<file path="src/rtl/pll_search_pkg.sv">
package pll_search_pkg;
  typedef enum logic [3:0] {
    S_IDLE, S_PRE, S_CLAMP, S_PCHK, S_MCHK, S_DIVN, S_DIVV, S_PEND, S_FIN
  } srch_state_t;
endpackage

</file>
<file path="src/rtl/pll_seq_div.sv">
module pll_seq_div #(
  parameter int W = 40
) (
  input  logic         clk,
  input  logic         rst_n,
  input  logic         go,
  input  logic [W-1:0] num,
  input  logic [W-1:0] den,
  output logic         valid,
  output logic [W-1:0] quo
);
  localparam int CW = $clog2(W + 1);

  logic [W:0]    rem_q;
  logic [W-1:0]  quo_q, den_q, num_q;
  logic [CW-1:0] cnt_q;
  logic          run_q, valid_q;

  wire [W:0] rem_sh = {rem_q[W-1:0], quo_q[W-1]};
  wire       fits   = rem_sh >= {1'b0, den_q};

  always_ff @(posedge clk or negedge rst_n) begin
    if (!rst_n) begin
      rem_q <= '0; quo_q <= '0; den_q <= '0; num_q <= '0;
      cnt_q <= '0; run_q <= 1'b0; valid_q <= 1'b0;
    end else begin
      valid_q <= 1'b0;
      if (go && !run_q) begin
        run_q <= 1'b1;
        cnt_q <= CW'(W);
        rem_q <= '0;
        quo_q <= num;
        num_q <= num;
        den_q <= den;
      end else if (run_q) begin
        rem_q <= fits ? (rem_sh - {1'b0, den_q}) : rem_sh;
        quo_q <= {quo_q[W-2:0], fits};
        cnt_q <= cnt_q - 1'b1;
        if (cnt_q == CW'(1)) begin
          run_q   <= 1'b0;
          valid_q <= 1'b1;
        end
      end
    end
  end

  assign valid = valid_q;
  assign quo   = quo_q;

  // quotient and remainder satisfy the division identity bounds
  p_div_exact_r4: assert property (@(posedge clk) disable iff (!rst_n)
    valid_q |-> (((2*W)'(quo_q) * (2*W)'(den_q)) <= (2*W)'(num_q)) && (rem_q < {1'b0, den_q}));
endmodule

</file>
<file path="src/rtl/pll_best_keep.sv">
module pll_best_keep #(
  parameter int DW  = 8,
  parameter int PW  = 3,
  parameter int VW  = 32,
  parameter int PRW = 40
) (
  input  logic           clk,
  input  logic           rst_n,
  input  logic           init,
  input  logic           halve,
  input  logic           offer,
  input  logic [PRW-1:0] cand_diff,
  input  logic [DW-1:0]  cand_m,
  input  logic [DW-1:0]  cand_n,
  input  logic [PW-1:0]  cand_p,
  input  logic [VW-1:0]  cand_vco,
  output logic           accept,
  output logic           found,
  output logic [DW-1:0]  best_m,
  output logic [DW-1:0]  best_n,
  output logic [PW-1:0]  best_p,
  output logic [VW-1:0]  best_vco
);
  logic [PRW-1:0] err_q;

  assign accept = offer && (cand_diff < err_q);

  always_ff @(posedge clk or negedge rst_n) begin
    if (!rst_n) begin
      err_q <= '1; found <= 1'b0;
      best_m <= '0; best_n <= '0; best_p <= '0; best_vco <= '0;
    end else if (init) begin
      err_q <= '1; found <= 1'b0;
      best_m <= '0; best_n <= '0; best_p <= '0; best_vco <= '0;
    end else if (accept) begin
      err_q <= cand_diff; found <= 1'b1;
      best_m <= cand_m; best_n <= cand_n; best_p <= cand_p; best_vco <= cand_vco;
    end else if (halve) begin
      err_q <= err_q >> 1;
    end
  end

  // outside a restart the best error never grows
  p_err_nonrise_r7: assert property (@(posedge clk) disable iff (!rst_n)
    !init |=> (err_q <= $past(err_q)));
endmodule

</file>
<file path="src/rtl/pll_div_search.sv">
module pll_div_search
  import pll_search_pkg::*;
#(
  parameter int FW  = 24,
  parameter int DW  = 8,
  parameter int PW  = 3,
  parameter int PRW = 40
) (
  input  logic             clk,
  input  logic             rst_n,
  input  logic             start,
  input  logic [FW-1:0]    ref_khz,
  input  logic [FW-1:0]    want_khz,
  input  logic [FW-1:0]    vco_max_khz,
  input  logic [FW-1:0]    vco_min_khz,
  input  logic [DW-1:0]    m_lo,
  input  logic [DW-1:0]    m_hi,
  input  logic [DW-1:0]    n_lo,
  input  logic [DW-1:0]    n_hi,
  input  logic [PW-1:0]    shift_max,
  output logic             busy,
  output logic             done,
  output logic [DW-1:0]    best_m,
  output logic [DW-1:0]    best_n,
  output logic [PW-1:0]    best_shift,
  output logic [FW+DW-1:0] vco_khz,
  output logic             no_fit
);
  localparam int VW = FW + DW;

  function automatic logic [PRW-1:0] round_num(input logic [FW-1:0] t, input logic [DW:0] m,
                                                input logic [FW-1:0] r);
    return PRW'(t) * (PRW'(m) + PRW'(1)) + PRW'(r >> 1);
  endfunction

  function automatic logic [PRW-1:0] vco_num(input logic [FW-1:0] r, input logic [DW-1:0] n);
    return PRW'(r) * (PRW'(n) + PRW'(1));
  endfunction

  function automatic logic [PRW-1:0] abs_gap(input logic [PRW-1:0] a, input logic [PRW-1:0] b);
    return (a < b) ? (b - a) : (a - b);
  endfunction

  srch_state_t st_q;
  logic [FW-1:0] ref_q, max_q, min_q, t_q;
  logic [DW-1:0] mlo_q, mhi_q, nlo_q, nhi_q, n_q;
  logic [PW-1:0] pmax_q, p_q;
  logic [DW:0]   m_q;
  logic          done_q, no_fit_q;
  logic [DW-1:0] out_m_q, out_n_q;
  logic [PW-1:0] out_p_q;
  logic [VW-1:0] out_vco_q;

  // Named internal events
  logic           div_go, div_valid, n_cap, keep_init, keep_halve, keep_offer, keep_accept;
  logic [PRW-1:0] div_num, div_den, div_q, q_m1;
  logic [DW-1:0]  n_pick;
  logic           k_found;
  logic [DW-1:0]  k_m, k_n;
  logic [PW-1:0]  k_p;
  logic [VW-1:0]  k_vco;
  logic [FW-1:0]  t_raised;

  assign q_m1     = div_q - PRW'(1);
  assign n_cap    = (div_q == '0) || (q_m1 > PRW'(nhi_q));
  assign n_pick   = (q_m1 < PRW'(nlo_q)) ? nlo_q : q_m1[DW-1:0];
  assign t_raised = (t_q < min_q) ? min_q : t_q;

  assign div_go = ((st_q == S_MCHK) && (m_q <= {1'b0, mhi_q})) ||
                  ((st_q == S_DIVN) && div_valid && !n_cap);
  assign div_num = (st_q == S_DIVN) ? vco_num(ref_q, n_pick) : round_num(t_q, m_q, ref_q);
  assign div_den = (st_q == S_DIVN) ? PRW'(m_q) + PRW'(1) : PRW'(ref_q);

  assign keep_init  = (st_q == S_CLAMP);
  assign keep_halve = (st_q == S_PEND);
  assign keep_offer = (st_q == S_DIVV) && div_valid;

  pll_seq_div #(.W(PRW)) u_div (
    .clk(clk), .rst_n(rst_n), .go(div_go), .num(div_num), .den(div_den),
    .valid(div_valid), .quo(div_q)
  );

  pll_best_keep #(.DW(DW), .PW(PW), .VW(VW), .PRW(PRW)) u_keep (
    .clk(clk), .rst_n(rst_n), .init(keep_init), .halve(keep_halve), .offer(keep_offer),
    .cand_diff(abs_gap(div_q, PRW'(t_q))), .cand_m(m_q[DW-1:0]), .cand_n(n_q),
    .cand_p(p_q), .cand_vco(div_q[VW-1:0]), .accept(keep_accept), .found(k_found),
    .best_m(k_m), .best_n(k_n), .best_p(k_p), .best_vco(k_vco)
  );

  always_ff @(posedge clk or negedge rst_n) begin
    if (!rst_n) begin
      st_q <= S_IDLE;
      ref_q <= '0; max_q <= '0; min_q <= '0; t_q <= '0;
      mlo_q <= '0; mhi_q <= '0; nlo_q <= '0; nhi_q <= '0; n_q <= '0;
      pmax_q <= '0; p_q <= '0; m_q <= '0;
      done_q <= 1'b0; no_fit_q <= 1'b0;
      out_m_q <= '0; out_n_q <= '0; out_p_q <= '0; out_vco_q <= '0;
    end else begin
      done_q <= 1'b0;
      unique case (st_q)
        S_IDLE: if (start) begin
          ref_q <= ref_khz; max_q <= vco_max_khz; min_q <= vco_min_khz;
          mlo_q <= m_lo; mhi_q <= m_hi; nlo_q <= n_lo; nhi_q <= n_hi;
          pmax_q <= shift_max; t_q <= want_khz; p_q <= '0;
          st_q <= S_PRE;
        end
        S_PRE: if ((p_q < pmax_q) && ({t_q, 1'b0} <= {1'b0, max_q})) begin
          t_q <= t_q << 1;
          p_q <= p_q + 1'b1;
        end else begin
          st_q <= S_CLAMP;
        end
        S_CLAMP: begin
          t_q  <= (t_raised > max_q) ? max_q : t_raised;
          st_q <= S_PCHK;
        end
        S_PCHK: if (t_q < min_q) st_q <= S_FIN;
                else begin m_q <= {1'b0, mlo_q}; st_q <= S_MCHK; end
        S_MCHK: st_q <= (m_q > {1'b0, mhi_q}) ? S_PEND : S_DIVN;
        S_DIVN: if (div_valid) begin
          if (n_cap) st_q <= S_PEND;
          else begin n_q <= n_pick; st_q <= S_DIVV; end
        end
        S_DIVV: if (div_valid) begin
          m_q  <= m_q + 1'b1;
          st_q <= S_MCHK;
        end
        S_PEND: begin
          t_q <= t_q >> 1;
          if (p_q == '0) st_q <= S_FIN;
          else begin p_q <= p_q - 1'b1; st_q <= S_PCHK; end
        end
        S_FIN: begin
          done_q    <= 1'b1;
          no_fit_q  <= !k_found;
          out_m_q   <= k_m;
          out_n_q   <= k_n;
          out_p_q   <= k_p;
          out_vco_q <= k_found ? k_vco : '0;
          st_q      <= S_IDLE;
        end
        default: st_q <= S_IDLE;
      endcase
    end
  end

  assign busy       = (st_q != S_IDLE);
  assign done       = done_q;
  assign best_m     = out_m_q;
  assign best_n     = out_n_q;
  assign best_shift = out_p_q;
  assign vco_khz    = out_vco_q;
  assign no_fit     = no_fit_q;

  // done lasts one cycle
  p_done_pulse_r10: assert property (@(posedge clk) disable iff (!rst_n)
    done_q |=> !done_q);
  // no fit reports a zero VCO frequency
  p_nofit_zero_r8: assert property (@(posedge clk) disable iff (!rst_n)
    (done_q && no_fit_q) |-> (out_vco_q == '0));
  // reported shift within the limit
  p_shift_bound_r1: assert property (@(posedge clk) disable iff (!rst_n)
    (done_q && !no_fit_q) |-> (out_p_q <= pmax_q));
  // every offered N lies inside the legal range
  p_n_range_r5: assert property (@(posedge clk) disable iff (!rst_n)
    keep_offer |-> ((n_q >= nlo_q) && (n_q <= nhi_q)));
  // configuration held while searching
  p_cfg_hold_r9: assert property (@(posedge clk) disable iff (!rst_n)
    (busy && $past(busy)) |-> ($stable(ref_q) && $stable(max_q) && $stable(min_q) &&
                               $stable(nhi_q) && $stable(pmax_q)));
endmodule

</file>
<file path="config.mk">
export PLATFORM = sky130hd
export DESIGN_NAME = pll_div_search
export DESIGN_NICKNAME = d
export VERILOG_FILES = /design/src/rtl/pll_search_pkg.sv /design/src/rtl/pll_seq_div.sv /design/src/rtl/pll_best_keep.sv /design/src/rtl/pll_div_search.sv
export SDC_FILE = /design/constraint.sdc
export NUM_CORES = 2
export LEC_CHECK = 0
export ABC_AREA = 1
export BUFFER_PORTS_ARGS = -buffer_cell sky130_fd_sc_hd__buf_2
export CORE_MARGIN = 10
export CORE_UTILIZATION = 64
export CTS_BUF_LIST = sky130_fd_sc_hd__clkbuf_16
export DETAILED_ROUTE_END_ITERATION = 16
export PLACE_DENSITY = 0.82
export SYNTH_ARGS = -nofsm -noshare
export SYNTH_HDL_FRONTEND = slang
export SYNTH_SLANG_ARGS = --single-unit
</file>
<file path="constraint.sdc">
create_clock -name clk -period 9.9 [get_ports clk]
set_clock_uncertainty 0.15 [all_clocks]
set_input_delay 0.99 -clock clk [delete_from_list [all_inputs] [get_ports clk]]
set_output_delay 0.99 -clock clk [all_outputs]
set_load 0.03 [all_outputs]
</file>
## Word-level counts from Yosys, hierarchy flattened

Cells that the tools add are included.

| cells by class | value |
|---|---|
| add/sub/neg operators | 11 |
| $mul | 2 |
| order comparisons | 11 |
| equal/unequal tests | 16 |
| mux-type cells | 53 |
| bitwise operators | 1 |
| reductions and logical operators | 28 |

Operators with widths:

| operator | count |
|---|---|
| 40-bit 2-to-1 mux | 10 |
| 24-bit 2-to-1 mux | 5 |
| 32-bit 2-to-1 mux | 3 |
| 24-bit one-hot mux with 4 select lines | 1 |
| 41-bit by 40-bit greater-or-equal comparator with 1-bit output | 1 |
| 40-bit by 23-bit adder with 40-bit output | 1 |
| 40-bit by 8-bit greater-than comparator with 1-bit output | 1 |
| 40-bit zero test | 1 |
| 40-bit by 24-bit less-than comparator with 1-bit output | 1 |
| 40-bit less-than comparator | 1 |
| 40-bit by 8-bit less-than comparator with 1-bit output | 1 |
| 24-bit by 40-bit multiplier with 40-bit output | 1 |
| 8-bit 2-to-1 mux | 5 |
| 24-bit by 40-bit subtractor with 40-bit output | 1 |
| 40-bit by 1-bit subtractor with 40-bit output (second input constant) | 1 |
| 40-bit by 24-bit subtractor with 40-bit output | 1 |
| 40-bit subtractor | 1 |
| 24-bit by 9-bit multiplier with 33-bit output | 1 |
| 4-bit one-hot mux with 8 select lines | 1 |
| 25-bit by 24-bit <= comparator with 1-bit output | 1 |
| 24-bit greater-than comparator | 1 |
| 24-bit less-than comparator | 1 |
| 4-bit 2-to-1 mux | 6 |
| 9-bit 2-to-1 mux | 2 |
| 34 further kinds | 73 |

| storage, ports and cells | value |
|---|---|
| bits in registers | 428 |
| input port bits | 134 |
| output and inout bits | 54 |
| logic and storage cells | 153 |

## Longest topological paths before layout

| logic depth | value |
|---|---|
| depth after elaboration | 8 |
| gate-level depth with buffers | 49 |

## By module

From an unflattened synthesis, not the netlist that was laid out.

| second synthesis, totals | value |
|---|---|
| cells, all modules | 6459 |
| area total of the unflattened synthesis | 46239.3 sq um |

Modules (own cells, without submodules):

| module | instances | cells an instance | area an instance (sq um) | sequential area each (sq um) |
|---|---|---|---|---|
| pll_div_search | 1 | 4349 | 31650.4 | 5205.0 |
| pll_seq_div | 1 | 1337 | 8946.1 | 3203.1 |
| pll_best_keep | 1 | 773 | 5642.9 | 2352.3 |

## Worst setup path before layout

Ideal clock, no wire load.

| timing path | value |
|---|---|
| path kind | register to register |
| from | register u_div.quo_q[1] (netlist: u_div.quo[1]) |
| to | register u_div.quo_q[26] (netlist: u_div.quo[26]) |
| data arrival time | 7059 ps |
| slack | 2604 ps |
| cell stages (with the launch flop) | 41 |
| clock period less this slack | 7296 ps |
| cell sequence | dfrtp_1 -> inv_1 -> ha_1 -> nand2_2 -> xor2_1 -> inv_1 -> ha_1 -> nand3_1 -> a21oi_1 -> nor3b_2 -> nand3_1 -> nand2_1 -> nand2_2 -> ha_1 -> nand2_2 -> nand2_1 -> inv_1 -> buf_2 -> [5 not listed] -> fa_1 -> fa_1 -> inv_1 -> ha_1 -> a21oi_1 -> nand2_1 -> a21boi_0 -> inv_1 -> nand2_1 -> nand2_1 -> a21boi_0 -> o21bai_1 -> a21oi_1 -> xnor2_1 -> nand2_1 -> nand2_1 -> nand2_1 -> o211ai_1 |

| on the way | value |
|---|---|
| elaborated cells between the ends (all ways) | 15 |
| classes of those cells | add/sub: 2; mul: 1; order compare: 2; mux: 3; reduce/logical: 7 |

RTL lines:

| item | line | RTL |
|---|---|---|
| start, declared | pll_seq_div.sv:15 | `logic [W-1:0] quo_q, den_q, num_q;` |
| start signal, assigned | pll_seq_div.sv:32 | `quo_q <= num;` |
| start signal, assigned | pll_seq_div.sv:37 | `quo_q <= {quo_q[W-2:0], fits};` |
| 40-bit by 1-bit subtractor with 40-bit output | pll_div_search.sv:64 | `assign q_m1 = div_q - PRW'(1);` |
| 40-bit by 8-bit less-than comparator with 1-bit output | pll_div_search.sv:66 | `assign n_pick = (q_m1 < PRW'(nlo_q)) ? nlo_q : q_m1[DW-1:0];` |
| 8-bit 2-to-1 mux | pll_div_search.sv:66 |  |
| via n_pick[0] | pll_div_search.sv:57 | `logic [DW-1:0] n_pick;` |
| 8-bit by 1-bit adder with 9-bit output | pll_div_search.sv:37 | `return PRW'(r) * (PRW'(n) + PRW'(1));` |
| 24-bit by 9-bit multiplier with 33-bit output | pll_div_search.sv:37 |  |
| 40-bit 2-to-1 mux | pll_div_search.sv:71 | `assign div_num = (st_q == S_DIVN) ? vco_num(ref_q, n_pick) : round_num(t_q, m_q, ref_q);` |
| 40-bit 2-to-1 mux | pll_seq_div.sv:28 | `if (go && !run_q) begin` |

The timed path passes the listed nets, and every way through them passes these cells.
A chain may end at the register's enable or synchronous reset.

## Worst setup path after layout

| timing path | value |
|---|---|
| from | register u_div.quo_q[1] (netlist: u_div.quo[1]) |
| to | register u_div.quo_q[28] (netlist: u_div.quo[28]) |

| on the way | value |
|---|---|
| cells in the longest elaborated chain, start to end | 8 |
| elaborated cells between the ends (all ways) | 15 |
| classes of those cells | add/sub: 2; mul: 1; order compare: 2; mux: 3; reduce/logical: 7 |

Ends and longest elaborated chain:

| item |
|---|
| branches (longest 8 deep; another with 40-bit by 1-bit subtractor with 40-bit output) |

Several ways; the timed one is not identified.

==> impl_metrics.yaml <==
status:
  status: "finished clean"
timing:
  finalHoldViolations: 0
  rsz0062_at_grt: "false"
  max-slew-margin-rel: 0.231
  finalSetupTns_ns: 0
  fin_crit_sh: 0.932
  worst_slew_pin_slew_ns: 1.15
  slew_violations: 0
  fin_crit_ns: 9.23
  fmax_mhz: 108
  setup_violations: 0
clocking:
  ctsHtreeMaxLevel: 2
  cts_buffers: 48
  postCtsSetupBuffers: 0
  cts.repair.resized: 0
  hold_buffers: 0
  cts_tree: "yes"
  clock_path_buffers: 3
  clkSinkCount: 412
  clk_latency_ns: 0.63
  cts_root_buf: "clkbuf_16"
  cts.clk_slew.worst_paths_ns: 0.07
detailed_routing:
  wirelength_um: 152000
  routed_via_density: 6.18
  drc: 0
  drt_iter0_drc: 4798
  postRouteAntennaNets: 0
  firstDrtPassIters: 7
  post_drt_wl_per_cell_um: 22.5
  vias: 41742
layout:
  syn2layout_area_growth_pct: 7.90
  fin_nets: 6686
  utilization: 0.700
  layout-drive-gt1-share: 0.0827
worst_setup_path:
  critPathTopFamily: "adder cells"
  slowest_stage: "nand2_1"
  critPathArrivalTime_ns: 9.53
  max_stage_delay_ns: 0.63
  worstPathRequired_ns: 10.20
  cp_num_buf_inv: 6
  start_kind: "flop"
  endpoint_kind: "flop"
  cp_max_fo: 17
  path_common_cell: "inv_1"
  critPathKind: "flop to flop"
floorplan:
  die_height_um: 279
  num_io_pins: 188
  fp-row-count: 94
  core_sq_um: 66100
  die_w_um: 279
  initial_core_util: 0.649
  dieArea_sq_um: 77800
yosys:
  ys_types: 61
  synth_edf_count: 0
  synth_top_area_frac: 0.217
  ys_ff_latch: 412
  yosys.area.top_type: "dfrtp_1"
  synth_most_common_cell: "nand2_1"
  ys_seq_area_frac: 0.242
  syn_nets: 6582
  syn_inst: 5748
  synth_top_flop_cell: "dfrtp_1"
  synth_area_sq_um: 42900
  synth_common_cells: "nand2_1 (1207), inv_1 (936), nor2_1 (609)"
  synthArstFlopShare: 1.00
  synth_area_per_cell_sq_um: 7.46
  synth-warning-count: 0
  synth_area_leaders: "dfrtp_1 (22%), fa_1 (17%), nand2_1 (11%), ha_1 (10%), inv_1 (8.2%)"
grt:
  grt-ovfl-total: 0
  grt_pass1_wl_um: 234000
  grt_max_degree: 118
  gr-usage-met2: 0.596
  gr-max-usage-layer: "met2"
  use_met1: 0.490
  grt_pass1_vias: 41071
  antenna_found_initial: 4
  grtUsageMet3: 0.0997
  grtUsageTotal: 0.386
placed_design:
  hpwlAfterDp_um: 118000
  gp_congestion: 1.11
  port_buffers: 187
run:
  maxCapViolCount: 0
worst_hold_path:
  hp-class: "input pin to async pin"
## registers in the layout, indices dropped and copies added, names as in the netlist, 9 cells and up
signal           count
max_q               24
u_keep.err_q        40
u_div.rem_q         40
u_div.quo           40
min_q               24
t_q                 24
u_div.den_q         24
ref_q               24
u_keep.best_vco     32
m_q                  9
vco_khz             32
## final cells by class
cell class	count	area (sq um)
diodes	3	7.51
clock buffers	49	1230
clock inverters	39	377
fillers	5552	19800
inverters	953	3580
multi-input cells	4180	28200
flip-flops and latches	412	10400
well taps	864	1080
repair buffers	257	1470
## per-stage QoR
stage	worst slack, ns	cell area, sq um	std cells	hold WS (ns)
2_1_floorplan	2.60	42900	5748	0.291
3_3_place_gp	1.25	44700	6666	0.303
3_5_place_dp	1.12	44700	6666	0.310
4_1_cts	0.993	46300	6754	0.282
5_1_grt	0.269	46300	6755	0.333
6_report	0.671	46300	6757	0.279
## routing by layer
layer  up-vias  share of wire
li1      18635              -
met1     19836           0.38
met2      2621           0.44
met3       640           0.12
met4        10          0.066
met5         -        0.00087
## logic make-up after synthesis
kind of cell             after synthesis  share of synthesized area
AO/OA/AOI/OAI                       1191                      0.156
XOR/XNOR                             101                     0.0208
adder cells (fa/ha/maj)              700                      0.267
buffers and inverters               1156                      0.103
flip-flops                           412                      0.242
multiplexers                          15                    0.00379
AND/OR/NAND/NOR                     2173                      0.208
## worst register-to-register path: cells and delay by family (launching register included)
family	cells	cell delay [ns]
AO/OA/AOI/OAI	10	1.79
AND/OR/NAND/NOR	12	2.88
flip-flops	1	0.46
adder cells (fa/ha/maj)	7	2.98
buffers and inverters	6	0.62
XOR/XNOR	1	0.20
## cell usage in the layout, fill, tap and decap left out, types with 10 or more instances in the layout
| cell | count |
|---|---|
| fa_1 | 357 |
| inv_2 | 10 |
| dfrtp_1 | 372 |
| nor3_1 | 34 |
| clkinv_1 | 16 |
| nor2_2 | 26 |
| or2_2 | 10 |
| nor2_4 | 11 |
| a21oi_1 | 381 |
| buf_4 | 70 |
| o22ai_2 | 10 |
| nor2_1 | 604 |
| inv_1 | 940 |
| o22ai_1 | 95 |
| ha_1 | 343 |
| nand2_1 | 1206 |
| dfstp_2 | 40 |
| a21boi_0 | 22 |
| o21a_1 | 36 |
| mux2_2 | 10 |
| o211ai_1 | 55 |
| xor2_1 | 67 |
| xnor2_1 | 33 |
| a221oi_1 | 14 |
| nor4_1 | 12 |
| a31oi_1 | 21 |
| clkbuf_16 | 49 |
| o21ai_0 | 492 |
| buf_2 | 186 |
| a21o_1 | 15 |
| nand2_2 | 17 |
| o221ai_1 | 15 |
| nand3_1 | 180 |
| nand4_1 | 46 |
## path summary, 6_finish.rpt
kind / slack (ns) / depth (start not counted) / from / endpoint
setup / recovery: 0.67 / 36 / u_div.quo[1] / u_div.quo[28]
hold / removal: 0.28 / 1 / rst_n / vco_khz[31]
setup reg to reg: 0.67 / 36 / u_div.quo[1] / u_div.quo[28]
hold reg to reg: 0.32 / 2 / u_keep.err_q[29] / u_keep.err_q[29]
max in group asynchronous: 7.12 / 3 / rst_n / t_q[13]
min in group clk: 0.32 / 2 / u_keep.err_q[29] / u_keep.err_q[29]
Power is not shown: default switching activity piles up to over one toggle a cycle in this logic, so the estimate is an artifact.
